**src/rtl/irq_concentrator.sv**
```systemverilog
module irq_concentrator (
  input  logic        clk,
  input  logic        rst_n,
  input  logic [63:0] irq_in,
  input  logic        reg_we,
  input  logic [9:2]  reg_addr,
  input  logic        reg_wbit,
  output logic [31:0] reg_rdata,
  output logic        req_valid,
  output logic [5:0]  req_num,
  input  logic [2:0]  map_slot,
  input  logic        map_func0,
  input  logic [1:0]  map_pin,
  output logic [4:0]  map_line
);

  logic [63:0] lvl_q;
  logic [7:0]  pci_en, pci_en_n;
  logic [31:0] ob_en, ob_en_n;
  logic        pend;
  logic [63:0] elig;
  logic        found;
  logic [5:0]  pick;

  wire       odd   = reg_addr[2];
  wire [1:0] rgn   = reg_addr[9:8];
  wire [2:0] grp   = reg_addr[5:3];
  wire [4:0] obi   = reg_addr[7:3];
  wire       pci_w = (reg_addr[7:6] == 2'b00);

  wire sel_pci_map = odd && rgn == 2'd0 && pci_w;
  wire sel_ob_map  = odd && rgn == 2'd1;
  wire sel_pci_clr = odd && rgn == 2'd2 && pci_w;
  wire sel_ob_clr  = odd && rgn == 2'd3;

  always_comb begin
    pci_en_n = pci_en;
    ob_en_n  = ob_en;
    if (reg_we && sel_pci_map) pci_en_n[grp] = reg_wbit;
    if (reg_we && sel_ob_map)  ob_en_n[obi]  = reg_wbit;
  end

  wire own_en   = req_num[5] ? ob_en[req_num[4:0]]   : pci_en[req_num[4:2]];
  wire own_en_n = req_num[5] ? ob_en_n[req_num[4:0]] : pci_en_n[req_num[4:2]];
  wire dis_hit  = pend && !own_en_n;
  wire clr_hit  = pend && reg_we &&
                  ((sel_pci_clr && !req_num[5] && req_num[4:2] == grp) ||
                   (sel_ob_clr  &&  req_num[5] && req_num[4:0] == obi));
  wire drop     = dis_hit || clr_hit;

  always_comb begin
    for (int i = 0; i < 32; i++) begin
      elig[i]      = lvl_q[i]      && pci_en_n[i >> 2];
      elig[32 + i] = lvl_q[32 + i] && ob_en_n[i];
    end
    pick = '0;
    for (int i = 63; i >= 0; i--)
      if (elig[i]) pick = 6'(i);
  end
  assign found = |elig;

  always_ff @(posedge clk) begin
    if (!rst_n) begin
      lvl_q   <= '0;
      pci_en  <= '0;
      ob_en   <= '0;
      pend    <= 1'b0;
      req_num <= '0;
    end else begin
      lvl_q  <= irq_in;
      pci_en <= pci_en_n;
      ob_en  <= ob_en_n;
      if (!pend || drop) begin
        pend <= found;
        if (found) req_num <= pick;
      end
    end
  end

  assign req_valid = pend;

  always_comb begin
    reg_rdata = '0;
    if (sel_pci_map) reg_rdata = {pci_en[grp], 31'h7C0 | 31'({grp, 2'b00})};
    if (sel_ob_map)  reg_rdata = {ob_en[obi],  31'(32'h7E0 + 32'(obi))};
  end

  assign map_line = {map_func0, 4'b0000} + {map_slot, 2'b00} + {3'b000, map_pin};

  assert_hold_R4: assert property (@(posedge clk) disable iff (!rst_n)
    (pend && !drop) |=> (req_valid && $stable(req_num)));

  assert_issue_R5: assert property (@(posedge clk) disable iff (!rst_n)
    (!pend && found) |=> req_valid);

  assert_owner_enabled_R6: assert property (@(posedge clk) disable iff (!rst_n)
    req_valid |-> own_en);

  assert_disable_moves_R6: assert property (@(posedge clk) disable iff (!rst_n)
    dis_hit |=> (!req_valid || req_num != $past(req_num)));

  assert_even_word_inert_R3: assert property (@(posedge clk) disable iff (!rst_n)
    (reg_we && !odd) |=> ($stable(pci_en) && $stable(ob_en)));

endmodule

```
**config.mk**
```make
export PLATFORM = sky130hd
export DESIGN_NAME = irq_concentrator
export DESIGN_NICKNAME = d
export VERILOG_FILES = /design/src/rtl/irq_concentrator.sv
export SDC_FILE = /design/constraint.sdc
export NUM_CORES = 1
export LEC_CHECK = 0
export ABC_AREA = 1
export BUFFER_PORTS_ARGS = -buffer_cell sky130_fd_sc_hd__buf_2
export CAP_MARGIN = 10
export CORE_ASPECT_RATIO = 1.4
export CORE_MARGIN = 5
export CORE_UTILIZATION = 55
export CTS_CLUSTER_DIAMETER = 80
export DETAILED_ROUTE_END_ITERATION = 16
export PLACE_DENSITY = 0.87
export SYNTH_ARGS = -nofsm -noshare
export SYNTH_HDL_FRONTEND = slang
export SYNTH_SLANG_ARGS = --single-unit
```
**constraint.sdc**
```tcl
create_clock -name clk -period 5.5 [get_ports clk]
set_input_delay 0.55 -clock clk [delete_from_list [all_inputs] [get_ports clk]]
set_output_delay 0.55 -clock clk [all_outputs]
set_load 0.02 [all_outputs]
```
# After elaboration in Yosys (flattened, before gate mapping)
# Index checks and enable logic that the tools add are counted.
[totals]
regBits = 111
output_inout_bits = 44
word_cells = 193
input_bits = 82
[op_classes]
n_lt_le_gt_ge = 6
n_eq_ne = 5
muxes = 83
reduce_logical = 91
n_addsub = 3
[op_table]
columns = ["cell", "count"]
rows = [
  ["two-way mux 6 bit", 64],
  ["two-way mux 32 bit", 3],
  ["logical AND 1 bit", 81],
  ["OR reduction 64 bit", 1],
  ["bitwise mux 32 bit", 1],
  ["adder 11 x 5 -> 12 bit, first input constant", 1],
  ["< comparator 5 x 6 -> 1 bit, second input constant", 2],
  ["binary-select mux 1 bit (select 5 bit)", 2],
  ["bitwise mux 8 bit", 1],
  ["< comparator 3 x 4 -> 1 bit, second input constant", 2],
  ["two-way mux 8 bit", 1],
  ["two-way mux 1 bit", 7],
  ["binary-select mux 1 bit (select 3 bit)", 2],
  ["adder 5 x 2 -> 5 bit", 1],
  ["adder 5 bit", 1],
  ["demux 1 bit (select 5 bit)", 1],
  ["equality test 5 bit", 1],
  [">= comparator 5 x 1 -> 1 bit, second input constant", 1],
  ["equality test 2 bit, second input constant", 2],
  ["logical NOT 2 bit", 2],
  ["demux 1 bit (select 3 bit)", 1],
  ["equality test 3 bit", 1],
  [">= comparator 3 x 1 -> 1 bit, second input constant", 1],
  ["logical NOT 1 bit", 3],
  ["other kinds (3)", 5],
]

# Logic depth before layout (Yosys ltp)
# Gate-level depths: netlist of the first run.
[logic_depth]
depth_word = 71
ltp_mapped = 71
ltp_nobuf = 71

# Least setup slack after synthesis of the first run
# Ideal clock, no wire load.
[synth_path]
path_kind = "input port to flip-flop"
from = "input port reg_wbit"
to = "register req_num[0]"
n_path_buf = 2
path_slack_ps = 1451
required_ps = 5370
stages = 66
arrival_ps = 3918
cell_sequence = "clkbuf_1 > inv_1 > clkbuf_1 > nand3_1 > nand3_1 > nand2_1 > nand2_1 > nand2_1 > nand2_1 > nand2_1 > nand2_1 > nand2_1 > nand2_1 > nand2_1 > nand2_1 > nand2_1 > nand2_1 > nand2_1 > (+30 left out) > nand2_1 > nand2_1 > nand2_1 > nand2_1 > nand2_1 > nand2_1 > nand2_1 > nand2_1 > nand2_1 > nand2_1 > nand2_1 > nand2_1 > nand2_1 > nand2_1 > nand2_1 > nand2_1 > nand2_1 > a21oi_2"
[synth_between]
elab_chain_cells = 67
[synth_lines]
columns = ["item", "line_no", "rtl"]
rows = [
  ["start, declared", "7", "input logic reg_wbit,"],
  ["bitwise mux 32 bit", "40", "if (reg_we && sel_ob_map) ob_en_n[obi] = reg_wbit;"],
  ["two-way mux 32 bit", "40", ""],
  ["logical AND 1 bit", "54", "elig[32 + i] = lvl_q[32 + i] && ob_en_n[i];"],
  ["two-way mux 6 bit (64 in a row)", "58", "if (elig[i]) pick = 6'(i);"],
  ["end signal, assigned", "75", "if (found) req_num <= pick;"],
  ["end, declared", "10", "output logic [5:0] req_num,"],
]
# Parallel ways exist; a longest one is shown, timed or not. The select of a mux whose other input is x is not followed.
# A chain may end at the register's enable or synchronous reset.

# Final worst setup path of the first run
[layout_path]
from = "input port reg_addr[3] (netlist name)"
to = "register req_num[0]"
[layout_between]
elab_chain_cells = 71
[layout_lines]
columns = ["item", "line_no", "rtl"]
rows = [
  ["start, declared", "6", "input logic [9:2] reg_addr,"],
  ["< comparator 5 x 6 -> 1 bit (not written as such) or >= comparator 5 x 1 -> 1 bit (tied branches)", "40", ""],
  ["logical AND 1 bit (not written as such)", "40", ""],
  ["two-way mux 1 bit (not written as such)", "40", ""],
  ["demux 1 bit (select 5 bit)", "40", ""],
  ["bitwise mux 32 bit", "40", ""],
  ["two-way mux 32 bit", "40", ""],
  ["logical AND 1 bit", "54", ""],
  ["two-way mux 6 bit (64 in a row)", "58", ""],
]
# Parallel ways exist; a longest one is shown, timed or not. The select of a mux whose other input is x is not followed.

==> flow_metrics.py, run 1 <==
metrics = {
    "status": {
        "outcome": "finished, final reports clean",
    },
    "pwr": {
        "vdd_ir_drop_max_uv": 163,
        "power.density_nw_per_um2": 264,
        "intPower_uw": 1310,
        "switching_share": 0.264,
        "power_frac_clock": 0.386,
        "p_comb_frac": 0.130,
        "p_sw_uw": 471,
        "p_total_uw": 1790,
        "p_leak_uw": 0.00399,
        "pwr-share-seq": 0.483,
    },
    "logic_synthesis": {
        "syn_inst": 958,
        "async_reset_ff_frac": 0,
        "avgSynthCellArea_sq_um": 6.23,
        "yosysWarnings": 0,
        "ys_types": 39,
        "synth-edff-count": 0,
        "yosysSeqAreaShare": 0.373,
        "syn-cell-area_sq_um": 5960,
        "synth-seq-cells": 111,
        "synth_top_flop_cell": "dfxtp_1",
    },
    "clocking": {
        "cts-root-buf": "clkbuf_16",
        "holdBufCountCts": 0,
        "path_clk_slew_ns": 0.07,
        "numCtsBuffers": 9,
        "h-tree-depth": 3,
        "worstSkewPairLatency_ns": 0.35,
        "cts_setup_buffers": 0,
        "post_cts_resized": 0,
        "clock-sinks": 111,
        "clockBufferDepth": 2,
        "cts_tree": "built",
    },
    "routing": {
        "detail_route.wirelength_microns": 16100,
        "dr_total_vias": 6058,
        "vias_per_cell": 5.11,
        "drc": 0,
        "drtIter0Drc": 458,
        "ant_nets": 0,
        "wl_per_cell_microns": 13.6,
        "dr.pass1.iters": 5,
    },
    "floorplan": {
        "core_area_sq_um": 10800,
        "dieArea_sq_um": 13100,
        "rows": 45,
        "die_x_microns": 98.0,
        "io_pins": 126,
        "fp.dieH_microns": 133,
        "start_util": 0.555,
    },
    "sta": {
        "whs_ns": 0.379,
        "hold_violations": 0,
        "fin_skew_ns": 0.00573,
        "finalSetupTns_ns": 0,
        "setup_slack_ns": 0.890,
        "drv_slew": 0,
        "slew-limit-headroom": 0.473,
        "tightest_slew_ns": 0.788,
        "fmax_mhz": 217,
        "setup_viol": 0,
        "layout_min_cycle_time_ns": 4.61,
        "rsz0062_at_grt": "false",
        "min_period_over_period": 0.838,
    },
    "setup_path": {
        "worstPathRequired_ns": 5.72,
        "critPathCaptureType": "flop",
        "start_kind": "input port",
        "arrival_ns": 4.83,
        "worstSetupPathType": "in -> reg",
        "crit_path_max_incr_delay_ns": 0.36,
        "path_common_cell": "nand2_1",
        "cpMaxStageDelayCell": "nand2_1",
        "cp_max_fo": 13,
    },
    "grt": {
        "antenna_found_initial": 0,
        "grt_pass1_wl_microns": 26000,
        "grt_max_degree": 66,
        "overflow": 0,
        "grtUsageTotal": 0.247,
        "grt_pass1_vias": 5738,
    },
    "cells_and_area": {
        "most-common-layout-cells": "348 x nand2_1, 150 x inv_1, 111 x dfxtp_1",
        "n_antenna_cell": 0,
        "fillers": 1045,
        "final_layout_size_suffix_gt1_frac": 0.133,
        "final_common_cell": "nand2_1",
        "syn_to_final_growth_pct": 13.5,
        "nNetsFinal": 1121,
    },
    "placement": {
        "port-buffer-count": 97,
        "place_ws_ns": 0.588,
        "gp_congestion": 1.00,
        "hpwl_microns": 12100,
    },
    "job": {
        "max_cap_violations": 0,
    },
    "min_path": {
        "min_path_type": "in -> reg",
    },
}
[logic make-up after synthesis]
family	after synthesis	synth area share
AOI/OAI and AO/OA	157	0.156
xor gates and xnor gates	3	0.00441
buffers and inverters	217	0.155
DFF	111	0.373
other	1	0.000629
and+or+nand+nor	469	0.311
[routing by layer]
layer | global-route usage | up-vias | share of wire
met2 | 0.443 | 270 | 0.48
met4 | 0.162 | 0 | 0.066
li1 | - | 3088 | -
met3 | 0.0382 | 81 | 0.077
met5 | 0 | - | 0
met1 | 0.266 | 2619 | 0.38
[through the flow]
stage	util	instances	instance area (sq um)
3_5_place_dp	0.600	1169	6460
5_1_grt	0.630	1185	6770
4_1_cts	0.630	1185	6770
3_3_place_gp	0.600	1169	6460
2_1_floorplan	-	977	6040
6_report	0.630	1185	6770
[cells in the mapped netlist (3+ instances only)]
library cell | number | area [sq um]
o22ai_1 | 15 | 93.8
o21ai_0 | 72 | 360
o32ai_1 | 3 | 26.3
o21ai_1 | 3 | 15.0
buf_4 | 29 | 218
xor2_1 | 3 | 26.3
nand3_1 | 21 | 105
a31oi_1 | 5 | 31.3
inv_2 | 6 | 22.5
nor3_1 | 5 | 25.0
a21oi_1 | 26 | 130
nand4_1 | 3 | 18.8
inv_1 | 151 | 567
dfxtp_1 | 111 | 2220
clkinv_1 | 3 | 11.3
nor4_1 | 4 | 25.0
a211oi_1 | 4 | 30.0
clkbuf_1 | 27 | 101
o31ai_1 | 3 | 22.5
nor2_1 | 78 | 293
nand2_1 | 348 | 1310
o21bai_1 | 4 | 30.0
a221oi_1 | 13 | 114
[sequential cells by signal, indices dropped and copies added (netlist names)]
signal and cells:
req_num 6, lvl_q 64, ob_en 32, req_valid 1
pci_en 8
[path summary, 6_finish.rpt]
check / to / startpoint / cells after the start / slack [ns]
worst max-delay path: req_num[0]$_SDFFE_PN0P_ / reg_addr[3] / 71 / 0.89
worst min-delay path: lvl_q[1]$_SDFF_PN0_ / irq_in[1] / 3 / 0.38
worst max register to register: req_num[0]$_SDFFE_PN0P_ / ob_en[31]$_SDFF_PN0_ / 68 / 1.65
worst min register to register: req_num[0]$_SDFFE_PN0P_ / lvl_q[0]$_SDFF_PN0_ / 3 / 0.56
[critical path: cells and delay by family]
family | cells | cell delay (ns)
buf+inv | 2 | 0.27
compound gates | 1 | 0.05
simple gates | 68 | 3.98
[final cells by class]
class | count | area, sq um | area share
timing repair buffer | 108 | 568 | 0.0839
inverter | 160 | 601 | 0.0887
tap | 141 | 176 | 0.0261
clock buffer | 11 | 233 | 0.0344
clock inverter | 5 | 81.3 | 0.0120
multi-input combinational | 649 | 2890 | 0.427
sequential | 111 | 2220 | 0.328
[power groups by stage]
stage | combinational (uW) | clock (uW) | sequential [uW]
2_1_floorplan | 165 | 0 | 872
3_3_place_gp | 225 | 0 | 880
3_5_place_dp | 229 | 0 | 880
4_1_cts | 230 | 695 | 862
5_1_grt | 260 | 734 | 866
6_report | 232 | 690 | 863
Power figures use the tool's default switching activity.
==> inputs of run 2 (changes only) <==
--- a/config.mk
+++ b/config.mk
@@ -5,15 +5,15 @@
 export SDC_FILE = /design/constraint.sdc
 export NUM_CORES = 1
 export LEC_CHECK = 0
-export ABC_AREA = 1
+export ABC_AREA = 0
 export BUFFER_PORTS_ARGS = -buffer_cell sky130_fd_sc_hd__buf_2
 export CAP_MARGIN = 10
 export CORE_ASPECT_RATIO = 1.4
 export CORE_MARGIN = 5
-export CORE_UTILIZATION = 55
+export CORE_UTILIZATION = 51
 export CTS_CLUSTER_DIAMETER = 80
 export DETAILED_ROUTE_END_ITERATION = 16
-export PLACE_DENSITY = 0.87
+export PLACE_DENSITY = 0.84
 export SYNTH_ARGS = -nofsm -noshare
 export SYNTH_HDL_FRONTEND = slang
 export SYNTH_SLANG_ARGS = --single-unit
==> constraint.sdc (replaced) <==
create_clock -name clk -period 3.91 [get_ports clk]
set_input_delay 0.391 -clock clk [delete_from_list [all_inputs] [get_ports clk]]
set_output_delay 0.391 -clock clk [all_outputs]
set_load 0.02 [all_outputs]
==> run 2 against run 1 <==
Against the previous run:
- total power is 32% higher
- sequential share of layout area fell by 3.6 points
- clock-buffer cell count decreased by 2
- routed wire length is 8.8% higher
- register-to-register slack worse by 0.66 ns
- non-clock buffer count grew 4
- largest power group unchanged
- highest routed layer unchanged
==> flow_metrics.py, run 2 <==
metrics = {
    "cells_and_area": {
        "nNetsFinal": 909,
        "final_common_cell": "dfxtp_1",
        "final_util": 0.571,
        "regMostFlops": "lvl_q",
        "syn_to_final_growth_pct": 10.7,
        "top_regs": "lvl_q: 64 flops, ob_en: 32 flops, pci_en: 8 flops",
        "n_antenna_cell": 0,
        "final_layout_size_suffix_gt1_frac": 0.231,
        "most-common-layout-cells": "111 x dfxtp_1, 97 x buf_2, 76 x and2_1",
        "fillers": 1162,
        "largest_register_ffs": 64,
    },
    "logic_synthesis": {
        "synthAdderAreaFrac": 0,
        "syn_inst": 759,
        "async_reset_ff_frac": 0,
        "synth.area.top_cells": "dfxtp_1 32%, mux2i_1 9.5%, and2_1 6.9%, mux4_2 6.5%, buf_4 4.0%",
        "yosys.area_share.simple": 0.289,
        "avgSynthCellArea_sq_um": 9.06,
        "synth_top_area_cell": "dfxtp_1",
        "synth-seq-cells": 111,
        "yosysWarnings": 0,
        "ys_types": 76,
        "yosysSeqAreaShare": 0.323,
        "yosys.cell_count.top_type": "dfxtp_1",
        "synth-edff-count": 0,
        "muxShareOfSynthArea": 0.178,
        "synth_compound_area_frac": 0.118,
        "yosys-top-cells-count": "111 x dfxtp_1, 76 x and2_1, 65 x mux2i_1, 60 x nand2_1, 59 x nor2_1",
        "yosys.area.top_type_share": 0.323,
        "synth_top_family_by_area": "simple AND/OR/NAND/NOR gates",
        "synth_xor_area_frac": 0.0115,
        "syn-cell-area_sq_um": 6880,
        "synth_top_flop_cell": "dfxtp_1",
    },
    "floorplan": {
        "core_area_sq_um": 13300,
        "dieArea_sq_um": 15900,
        "die_x_microns": 108,
        "fp.dieH_microns": 147,
        "start_util": 0.516,
        "io_pins": 126,
        "rows": 50,
    },
    "setup_path": {
        "crit_path_max_incr_delay_ns": 0.50,
        "start_kind": "input port",
        "crit_path_cell_trace": "buf_2 -> nand4b_4 -> buf_4 -> nor3_2 -> mux2i_1 -> mux4_2 -> mux2i_1 -> o311a_1 -> a21oi_1 -> nor2b_1 -> mux2i_1",
        "critPathCaptureType": "flop",
        "worstSetupPathType": "in -> reg",
        "cp_max_fo": 19,
        "path_common_cell": "mux2i_1",
        "worstPathRequired_ns": 4.19,
        "cpMaxStageDelayCell": "nor2b_1",
        "arrival_ns": 3.64,
    },
    "clocking": {
        "path_clk_slew_ns": 0.08,
        "cts-root-buf": "clkbuf_16",
        "post_cts_resized": 0,
        "h-tree-depth": 3,
        "cts_setup_buffers": 0,
        "numCtsBuffers": 9,
        "holdBufCountCts": 0,
        "clockBufferDepth": 2,
        "cts_tree": "built",
        "clock-sinks": 111,
        "worstSkewPairLatency_ns": 0.36,
    },
    "status": {
        "outcome": "finished, final reports clean",
    },
    "routing": {
        "drc": 0,
        "dr.pass1.iters": 5,
        "drtIter0Drc": 464,
        "vias_per_cell": 5.67,
        "wl_per_cell_microns": 17.2,
        "dr_total_vias": 5746,
        "ant_nets": 0,
        "detail_route.wirelength_microns": 17500,
    },
    "sta": {
        "setup_slack_ns": 0.548,
        "tightest_slew_ns": 0.845,
        "slew-limit-headroom": 0.437,
        "fin_skew_ns": 0.00782,
        "finalSetupTns_ns": 0,
        "fmax_mhz": 297,
        "setup_viol": 0,
        "whs_ns": 0.232,
        "hold_violations": 0,
        "layout_min_cycle_time_ns": 3.36,
        "min_period_over_period": 0.860,
        "drv_slew": 0,
        "rsz0062_at_grt": "false",
    },
    "job": {
        "max_cap_violations": 0,
    },
    "grt": {
        "grtUsageTotal": 0.218,
        "grt_pass1_vias": 5496,
        "grt_max_degree": 116,
        "antenna_found_initial": 0,
        "overflow": 0,
        "grt_pass1_wl_microns": 27400,
    },
    "placement": {
        "port-buffer-count": 97,
        "hpwl_microns": 13500,
        "gp_congestion": 0.985,
        "place_ws_ns": 0.256,
    },
    "pwr": {
        "vdd_ir_drop_max_uv": 190,
        "power.density_nw_per_um2": 310,
        "p_leak_uw": 0.00291,
        "p_total_uw": 2360,
    },
    "min_path": {
        "min_path_type": "in -> reg",
    },
}
-- run 2: final timing paths --
| path | to | start | slack [ns] | depth (start not counted) |
|---|---|---|---|---|
| setup / recovery | req_num[4]$_SDFFE_PN0P_ | reg_addr[9] | 0.55 | 11 |
| hold / removal | lvl_q[24]$_SDFF_PN0_ | irq_in[24] | 0.23 | 2 |
| setup reg to reg | req_num[4]$_SDFFE_PN0P_ | req_num[1]$_SDFFE_PN0P_ | 0.99 | 9 |
| hold reg to reg | ob_en[18]$_SDFF_PN0_ | ob_en[18]$_SDFF_PN0_ | 0.62 | 2 |
-- run 2: cells by family (layout without fill, tap and decap cells) --
logic type,count (synthesis),in the layout
buf+inv,97,151
mux,95,95
compound gates,110,110
simple gates,336,336
other cells,1,20
xor+xnor,9,9
flops,111,111
-- run 2: routing by layer --
| layer | vias up | routed length (microns) | global-route usage |
|---|---|---|---|
| li1 | 2773 | - | - |
| met4 | 0 | 601 | 0.0865 |
| met5 | - | 0 | 0 |
| met2 | 263 | 8320 | 0.358 |
| met3 | 55 | 1320 | 0.0380 |
| met1 | 2655 | 7240 | 0.283 |
-- run 2: worst max-delay path, delay by kind of cell --
family | cells | cell delay, ns
and+or+nand+nor | 3 | 1.28
AOI/OAI and AO/OA | 2 | 0.56
buffers and inverters | 2 | 0.49
muxes | 4 | 0.90
-- run 2: cell type report --
class                           count  area, sq um  share of cell area
Clock buffer                        9          225              0.0296
Clock inverter                      7         83.8              0.0110
Inverter                           23         86.3              0.0113
Multi-Input combinational cell    570         4170               0.548
Sequential cell                   111         2220               0.292
Tap cell                          182          228              0.0299
Timing Repair Buffer              112          598              0.0785
-- run 2: power by group --
group / switching (uW) / internal (uW)
clock: 472 / 460
combinational: 142 / 96.4
sequential: 27.5 / 1170
total: 642 / 1720
-- run 2: through the flow --
stage | std cells | area (sq um)
4_1_cts | 1014 | 7610
6_report | 1014 | 7610
5_1_grt | 1014 | 7610
3_3_place_gp | 998 | 7310
2_1_floorplan | 778 | 6950
3_5_place_dp | 998 | 7310
